`config.mk`:
```
export PLATFORM = sky130hd
export DESIGN_NAME = lcdrx_top
export DESIGN_NICKNAME = d
export VERILOG_FILES = /design/src/rtl/lcdrx_pkg.sv /design/src/rtl/lcdrx_sync.sv /design/src/rtl/lcdrx_bytes.sv /design/src/rtl/lcdrx_parse.sv /design/src/rtl/lcdrx_top.sv
export SDC_FILE = /design/constraint.sdc
export NUM_CORES = 1
export LEC_CHECK = 0
export ABC_AREA = 1
export BUFFER_PORTS_ARGS = -buffer_cell sky130_fd_sc_hd__buf_4
export CAP_MARGIN = 20
export CELL_PAD_IN_SITES_DETAIL_PLACEMENT = 0
export CELL_PAD_IN_SITES_GLOBAL_PLACEMENT = 2
export CORE_MARGIN = 5
export CORE_UTILIZATION = 31
export CTS_CLUSTER_DIAMETER = 200
export DETAILED_ROUTE_END_ITERATION = 6
export MAX_ROUTING_LAYER = met4
export PLACE_DENSITY = 0.8
export SLEW_MARGIN = 20
export SYNTH_ARGS = -nofsm -noshare
export SYNTH_HDL_FRONTEND = slang
export SYNTH_SLANG_ARGS = --single-unit
```
`constraint.sdc`:
```
create_clock -name clk -period 1.71 [get_ports clk]
set_clock_uncertainty 0.05 [all_clocks]
set_input_delay 0 -clock clk [delete_from_list [all_inputs] [get_ports clk]]
set_output_delay 0 -clock clk [all_outputs]
set_load 0.005 [all_outputs]
```
`src/rtl/lcdrx_pkg.sv`:
```
package lcdrx_pkg;
  // Parser phases; PH_SKIP is both the idle state and the deselected state.
  typedef enum logic [1:0] {
    PH_SKIP = 2'd0,
    PH_ADDR = 2'd1,
    PH_CMD  = 2'd2,
    PH_DATA = 2'd3
  } phase_t;

  // Fixed upper six bits of the address byte.
  localparam logic [5:0] ADDR_STEM = 6'b011111;
  // Command bits 6..3 that select a bank counter load.
  localparam logic [3:0] BANK_OPC  = 4'b1100;
endpackage

```
`src/rtl/lcdrx_sync.sv`:
```
// Synchronises the two bus lines and derives edge and condition pulses.
module lcdrx_sync #(
  parameter int SYNC_STAGES = 2
) (
  input  logic clk,
  input  logic rst_n,
  input  logic scl_i,
  input  logic sda_i,
  output logic scl_rise,
  output logic scl_fall,
  output logic sda_lvl,
  output logic start_det,
  output logic stop_det
);
  localparam int LAST = SYNC_STAGES - 1;

  logic [LAST:0] scl_pipe, sda_pipe;
  logic          scl_q, sda_q;
  logic [LAST:0] scl_pipe_n, sda_pipe_n;
  logic          scl_lvl;

  always_comb begin
    scl_pipe_n = {scl_pipe[LAST-1:0], scl_i};
    sda_pipe_n = {sda_pipe[LAST-1:0], sda_i};
  end

  // Idle bus lines are high, so reset to 1.
  always_ff @(posedge clk or negedge rst_n) begin
    if (!rst_n) begin
      scl_pipe <= '1;
      sda_pipe <= '1;
      scl_q    <= 1'b1;
      sda_q    <= 1'b1;
    end else begin
      scl_pipe <= scl_pipe_n;
      sda_pipe <= sda_pipe_n;
      scl_q    <= scl_pipe[LAST];
      sda_q    <= sda_pipe[LAST];
    end
  end

  assign scl_lvl   = scl_pipe[LAST];
  assign sda_lvl   = sda_pipe[LAST];
  assign scl_rise  = scl_lvl & ~scl_q;
  assign scl_fall  = ~scl_lvl & scl_q;
  assign start_det = scl_lvl & scl_q & sda_q & ~sda_lvl;
  assign stop_det  = scl_lvl & scl_q & ~sda_q & sda_lvl;
endmodule

```
`src/rtl/lcdrx_bytes.sv`:
```
// Bit counter, shift register and acknowledge slot driver.
module lcdrx_bytes (
  input  logic       clk,
  input  logic       rst_n,
  input  logic       scl_rise,
  input  logic       scl_fall,
  input  logic       sda_lvl,
  input  logic       start_det,
  input  logic       stop_det,
  input  logic       ack_req,
  output logic [7:0] byte_q,
  output logic       byte_done,
  output logic [3:0] bit_cnt,
  output logic       sda_pull
);
  localparam logic [3:0] ACK_SLOT = 4'd8;

  logic [7:0] shreg, shreg_n;
  logic [3:0] cnt, cnt_n;
  logic       done, done_n;
  logic       in_ack, in_ack_n;
  logic       pull, pull_n;

  always_comb begin
    shreg_n  = shreg;
    cnt_n    = cnt;
    done_n   = 1'b0;
    in_ack_n = in_ack;
    pull_n   = pull;
    if (start_det || stop_det) begin
      cnt_n    = '0;
      in_ack_n = 1'b0;
      pull_n   = 1'b0;
    end else if (scl_rise && (cnt < ACK_SLOT)) begin
      shreg_n = {shreg[6:0], sda_lvl};
      cnt_n   = cnt + 4'd1;
      done_n  = (cnt == 4'd7);
    end else if (scl_fall && (cnt == ACK_SLOT)) begin
      if (!in_ack) begin
        // Falling edge after the eighth bit opens the slot.
        in_ack_n = 1'b1;
        pull_n   = ack_req;
      end else begin
        // Falling edge after the ninth clock closes it.
        in_ack_n = 1'b0;
        pull_n   = 1'b0;
        cnt_n    = '0;
      end
    end
  end

  always_ff @(posedge clk or negedge rst_n) begin
    if (!rst_n) begin
      shreg  <= '0;
      cnt    <= '0;
      done   <= 1'b0;
      in_ack <= 1'b0;
      pull   <= 1'b0;
    end else begin
      shreg  <= shreg_n;
      cnt    <= cnt_n;
      done   <= done_n;
      in_ack <= in_ack_n;
      pull   <= pull_n;
    end
  end

  assign byte_q    = shreg;
  assign byte_done = done;
  assign bit_cnt   = cnt;
  assign sda_pull  = pull;
endmodule

```
`src/rtl/lcdrx_parse.sv`:
```
// Byte-level parser: address match, command run, data placement.
module lcdrx_parse
  import lcdrx_pkg::*;
#(
  parameter int PTR_W = 6,   // at most 6: loaded from command bits 5..0
  parameter int ID_W  = 3    // at most 3: loaded from command bits 2..0
) (
  input  logic             clk,
  input  logic             rst_n,
  input  logic             start_det,
  input  logic             stop_det,
  input  logic             byte_done,
  input  logic [7:0]       byte_q,
  input  logic             bus_sel,
  input  logic [ID_W-1:0]  dev_id,
  output logic             ack_req,
  output logic             cmd_valid,
  output logic [6:0]       cmd_data,
  output logic             ram_we,
  output logic [PTR_W-1:0] ram_addr,
  output logic [7:0]       ram_wdata,
  output phase_t           phase
);
  localparam logic [PTR_W-1:0] PTR_MAX = {PTR_W{1'b1}};

  phase_t           ph, ph_n;
  logic [PTR_W-1:0] ptr, ptr_n, wa, wa_n;
  logic [ID_W-1:0]  bank, bank_n;
  logic             ack, ack_n, cv, cv_n, we, we_n;
  logic [6:0]       cd, cd_n;
  logic [7:0]       wd, wd_n;
  logic             addr_hit, bank_hit;

  assign addr_hit = (byte_q[7:1] == {ADDR_STEM, bus_sel}) && !byte_q[0];
  assign bank_hit = (bank == dev_id);

  always_comb begin
    ph_n   = ph;
    ptr_n  = ptr;
    bank_n = bank;
    ack_n  = ack;
    cv_n   = 1'b0;
    cd_n   = cd;
    we_n   = 1'b0;
    wa_n   = wa;
    wd_n   = wd;
    if (start_det || stop_det) begin
      ph_n  = PH_ADDR;
      ack_n = 1'b0;
    end else if (byte_done) begin
      ack_n = 1'b0;
      case (ph)
        PH_ADDR: begin
          ph_n  = addr_hit ? PH_CMD : PH_SKIP;
          ack_n = addr_hit;
        end
        PH_CMD: begin
          ack_n = 1'b1;
          cv_n  = 1'b1;
          cd_n  = byte_q[6:0];
          if (!byte_q[6]) begin
            ptr_n = byte_q[PTR_W-1:0];
          end else if (byte_q[6:3] == BANK_OPC) begin
            bank_n = byte_q[ID_W-1:0];
          end
          ph_n = byte_q[7] ? PH_CMD : PH_DATA;
        end
        PH_DATA: begin
          ack_n = bank_hit;
          we_n  = bank_hit;
          wa_n  = ptr;
          wd_n  = byte_q;
          ptr_n = ptr + PTR_W'(1);
          if (ptr == PTR_MAX) begin
            bank_n = bank + ID_W'(1);
          end
        end
        default: ;
      endcase
    end
  end

  always_ff @(posedge clk or negedge rst_n) begin
    if (!rst_n) begin
      ph   <= PH_SKIP;
      ptr  <= '0;
      bank <= '0;
      ack  <= 1'b0;
      cv   <= 1'b0;
      cd   <= '0;
      we   <= 1'b0;
      wa   <= '0;
      wd   <= '0;
    end else begin
      ph   <= ph_n;
      ptr  <= ptr_n;
      bank <= bank_n;
      ack  <= ack_n;
      cv   <= cv_n;
      cd   <= cd_n;
      we   <= we_n;
      wa   <= wa_n;
      wd   <= wd_n;
    end
  end

  assign ack_req   = ack;
  assign cmd_valid = cv;
  assign cmd_data  = cd;
  assign ram_we    = we;
  assign ram_addr  = wa;
  assign ram_wdata = wd;
  assign phase     = ph;
endmodule

```
`src/rtl/lcdrx_top.sv`:
```
module lcdrx_top
  import lcdrx_pkg::*;
#(
  parameter int PTR_W       = 6,
  parameter int ID_W        = 3,
  parameter int SYNC_STAGES = 2
) (
  input  logic             clk,
  input  logic             rst_n,
  input  logic             scl_i,
  input  logic             sda_i,
  input  logic             bus_sel_i,
  input  logic [ID_W-1:0]  dev_id_i,
  output logic             sda_pull_o,
  output logic             cmd_valid_o,
  output logic [6:0]       cmd_o,
  output logic             ram_we_o,
  output logic [PTR_W-1:0] ram_addr_o,
  output logic [7:0]       ram_wdata_o
);
  // Reset: asserted asynchronously, released on a clock edge.
  logic rst_meta, rst_core;
  always_ff @(posedge clk or negedge rst_n) begin
    if (!rst_n) begin
      rst_meta <= 1'b0;
      rst_core <= 1'b0;
    end else begin
      rst_meta <= 1'b1;
      rst_core <= rst_meta;
    end
  end

  logic       scl_rise, scl_fall, sda_lvl, start_det, stop_det;
  logic [7:0] byte_q;
  logic       byte_done, ack_req;
  logic [3:0] bit_cnt;
  phase_t     phase;

  lcdrx_sync #(.SYNC_STAGES(SYNC_STAGES)) u_sync (
    .clk       (clk),
    .rst_n     (rst_core),
    .scl_i     (scl_i),
    .sda_i     (sda_i),
    .scl_rise  (scl_rise),
    .scl_fall  (scl_fall),
    .sda_lvl   (sda_lvl),
    .start_det (start_det),
    .stop_det  (stop_det)
  );

  lcdrx_bytes u_bytes (
    .clk       (clk),
    .rst_n     (rst_core),
    .scl_rise  (scl_rise),
    .scl_fall  (scl_fall),
    .sda_lvl   (sda_lvl),
    .start_det (start_det),
    .stop_det  (stop_det),
    .ack_req   (ack_req),
    .byte_q    (byte_q),
    .byte_done (byte_done),
    .bit_cnt   (bit_cnt),
    .sda_pull  (sda_pull_o)
  );

  lcdrx_parse #(.PTR_W(PTR_W), .ID_W(ID_W)) u_parse (
    .clk       (clk),
    .rst_n     (rst_core),
    .start_det (start_det),
    .stop_det  (stop_det),
    .byte_done (byte_done),
    .byte_q    (byte_q),
    .bus_sel   (bus_sel_i),
    .dev_id    (dev_id_i),
    .ack_req   (ack_req),
    .cmd_valid (cmd_valid_o),
    .cmd_data  (cmd_o),
    .ram_we    (ram_we_o),
    .ram_addr  (ram_addr_o),
    .ram_wdata (ram_wdata_o),
    .phase     (phase)
  );
endmodule

```
==> results by group <==
Setup path
  • Slowest CP cell: dlygate4sd3_1
  • Required time of the critical path: between 1.5 and 2 ns
  • Worst setup EP type: flip-flop
  • CP Buf/Inv Count: 2
  • Most frequent CP cell: nand2_1
  • CP peak stage delay: 0.56 ns
  • CP Launch Type: flip-flop
  • Setup CP Type: reg2reg
  • Worst Path Arrival: around 1.7 ns
  • Cell Chain, Critical Path: inv_1 > nand2_1 > nand2_1 > nand2_1 > dlygate4sd3_1 > nor4_1
  • CP top delay family: buffers and inverters
  • CP Max Fanout: 4

Die
  • Die height: slightly above 100 um
  • Die span in x: 102.5 um
  • IO Count: 32
  • Core box area: 8258 um2
  • Die ar.: 10500 um2
  • Initial Util: 32.09%
  • Site Rows: 33

Clocking
  • Post-CTS Setup Inserts: 0
  • TritonCTS clock tree: done
  • Clock buffer depth: 2
  • Skew-Pair Late Insertion Delay: ~0.33 ns
  • Root Driver: clkbuf_8
  • CTS buffer count: 9
  • Clock-pin slew on the worst setup and hold paths: 0.08 ns
  • CTS sink count: 58
  • Cts-stage hold buffer count: 7
  • CTS H-tree lvls: 3
  • Post-CTS Resized: 0

Global routing
  • Global Route Usage Sum: 12.78%
  • First-pass GRT wire length: around 10000 um
  • Vias in the first global route: 2079
  • Largest net degree at the start of global routing: between 50 and 60
  • Total grt overflow: 0
  • Antenna violations before repair: 0

Final layout
  • Commonest cells after routing, fill and taps aside: nand2_1, dfrtp_1, buf_4
  • Commonest non-fill, non-tap cell in the layout: nand2_1
  • Layout Nets: 375
  • Fillers: 868
  • Synth-to-Final Area Change: 24.79%
  • Layout Cells excl Fill: approximately 470
  • Fraction of layout instances using a drive strength above 1: 19.84%
  • N_diodes: 0

STA
  • Final slew viol count: 0
  • RSZ-0062 raised after global routing: false
  • Final hold vios: 0
  • Fin crit share: roughly nine tenths
  • Final setup fails: 0
  • Fin crit period: 1.555 ns
  • Final TNS setup: 0 ns
  • Fmax: ~640 MHz

Placement
  • I/O Buffers: 31
  • Routability Congestion: 0.7663
  • Cell count after placement: 450
  • HPWL after DPL: a little over 4000 um

Routing
  • Final ANT Viol Nets: 0
  • Number of vias per cell: about 4.5
  • DR pass1 iterations: 4
  • Avg WL per Cell: around 12 um
  • Drt drc: 0
  • Total wire length: 5750 um
  • Via Count: 2123
  • First DRT Iteration DRCs: 82

Logic synthesis
  • Register bit count reported by yosys: 58
  • Synthesized area per cell: 8.413 um2
  • Xor/xnor share of the synthesized area: 0.6610%
  • Mapped Area: 2650 um2
  • Synth unique cells: 33
  • Synth Area in Compound Gates: 8.074%
  • Gate Count Post-Synth: 315
  • Synth warn: 0
  • Syn nets: between 300 and 400
  • Synth Area in Adders: 1.889%
  • Simple-gate portion of the synthesized area: approximately 28%
  • Multiplexer share of the synthesized area: 0%
  • Post-synthesis sequential area ratio: between 50 and 60%
  • Largest family of logic cells by synthesized area: simple AND/OR/NAND/NOR gates

Power and ir drop
  • Pleak: 0.001737 uW
  • Maximum VDD drop: roughly 0.00038 V
  • Pwr dens: 1052 nW/um2

Run
  • Max cap viols: 0

Run status
  • Status: completed

Min path
  • Worst Hold Class: in2reg
## Yosys cell counts
cell type | n | area [um2]
inv_2 | 2 | 7.510
o21ai_1 | 2 | 10.01
nand3_1 | 27 | 135.1
xor2_1 | 1 | 8.760
inv_1 | 30 | 112.6
buf_4 | 1 | 7.510
o21bai_1 | 2 | 15.01
clkinv_4 | 1 | 8.760
nor3_1 | 2 | 10.01
nor4_1 | 1 | 6.260
xnor2_1 | 1 | 8.760
conb_1 | 1 | 3.750
nor2_1 | 13 | 48.80
nand2_4 | 2 | 22.52
a21oi_1 | 2 | 10.01
nand3_4 | 1 | 17.52
nor3_2 | 1 | 10.01
nand3b_1 | 1 | 7.510
buf_6 | 1 | 11.26
nand2_2 | 2 | 12.51
clkbuf_2 | 1 | 5.000
clkbuf_1 | 2 | 7.510
nor2_2 | 1 | 6.260
buf_2 | 1 | 5.000
nand4_1 | 1 | 6.260
o21ai_2 | 1 | 8.760
buf_1 | 1 | 3.750
nor2_4 | 2 | 22.52
dfstp_2 | 6 | 157.7
o21ai_0 | 34 | 170.2
nand2_1 | 115 | 431.7
ha_1 | 4 | 50.05
dfrtp_1 | 52 | 1301
## metal layers
metal / share of wire, % / wire length [um] / GRT usage (%) / up-vias
met5: 0 / 0 / - / -
met4: 1.0 / 60 / 5.752 / 0
met3: 5.0 / 289 / 2.389 / 4
met2: 45 / 2609 / 19.31 / 39
met1: 49 / 2790 / 16.63 / 978
li1: - / - / - / 1102
## tightest hold or removal path: stages
cell and delay (ns):
buf_4 0.08, nand2_1 0.04, nand2_1 0.06, nand3_1 0.09, nand2_1 0.06, nand2_1 0.06, o21ai_0 0.06
## final timing paths
| path | from | depth (start not counted) | slack, ns | to |
|---|---|---|---|---|
| max | u_parse.bank[1] | 6 | 0.15 | u_parse.ram_we |
| min | bus_sel_i | 7 | 0.11 | u_parse.phase[1] |
| max reg2reg | u_parse.bank[1] | 6 | 0.15 | u_parse.ram_we |
| min reg2reg | rst_core | 1 | 0.22 | u_bytes.bit_cnt[1] |
| max in group asynchronous | rst_n | 3 | 1.00 | rst_core |
| min in group asynchronous | rst_core | 1 | 0.22 | u_bytes.bit_cnt[1] |
## final cells by class
cell class,count,area [um2],area share (%)
sequential,58,1460,44.15
multi-input combinational,217,1022,30.91
timing repair buffer,44,360.3,10.90
clock buffer,10,137.6,4.162
tap,105,131.4,3.973
inverter,33,128.9,3.897
clock inverter,6,66.31,2.005
## flip-flops by register name, indices dropped and copies added, names as in the netlist, 2 cells and up
register and cells:
u_parse.ptr 6, u_parse.ram_wdata 8, u_parse.cmd_data 7, u_bytes.byte_q 8, u_sync.sda_pipe 2, u_parse.ram_addr 6
u_sync.scl_pipe 2, u_bytes.bit_cnt 4, u_parse.bank 3, u_parse.phase 2
## kinds of logic after synthesis
| kind of cell | count (synthesis) |
|---|---|
| xor gates and xnor gates | 2 |
| other | 1 |
| AOI/OAI and AO/OA | 41 |
| buffers and inverters | 40 |
| DFF | 58 |
| and+or+nand+nor | 169 |
| adders and majority gates | 4 |
## report_power, final
group | total (uW) | switching, uW | leakage, uW | internal, uW
Combinational | 457 | 275 | 0.000877 | 182
Sequential | 1740 | 209 | 0.000766 | 1530
Clock | 1280 | 573 | 0.0000945 | 711
Total | 3480 | 1060 | 0.00174 | 2420
## through the flow
step	utilization, %	power [uW]	area, um2	worst slack [ns]	hold WS [ns]
finish	40.05	3479	3307	0.1549	0.1056
global route	40.05	3704	3307	0.03752	0.1904
CTS	40.05	3546	3307	0.1387	0.09225
detailed placement	36.73	2221	3033	0.1976	-0.2643
global placement	36.73	2222	3033	0.2413	-0.2663
floorplan	-	2028	2651	0.3394	-0.3456
Power figures use the tool's default switching activity.
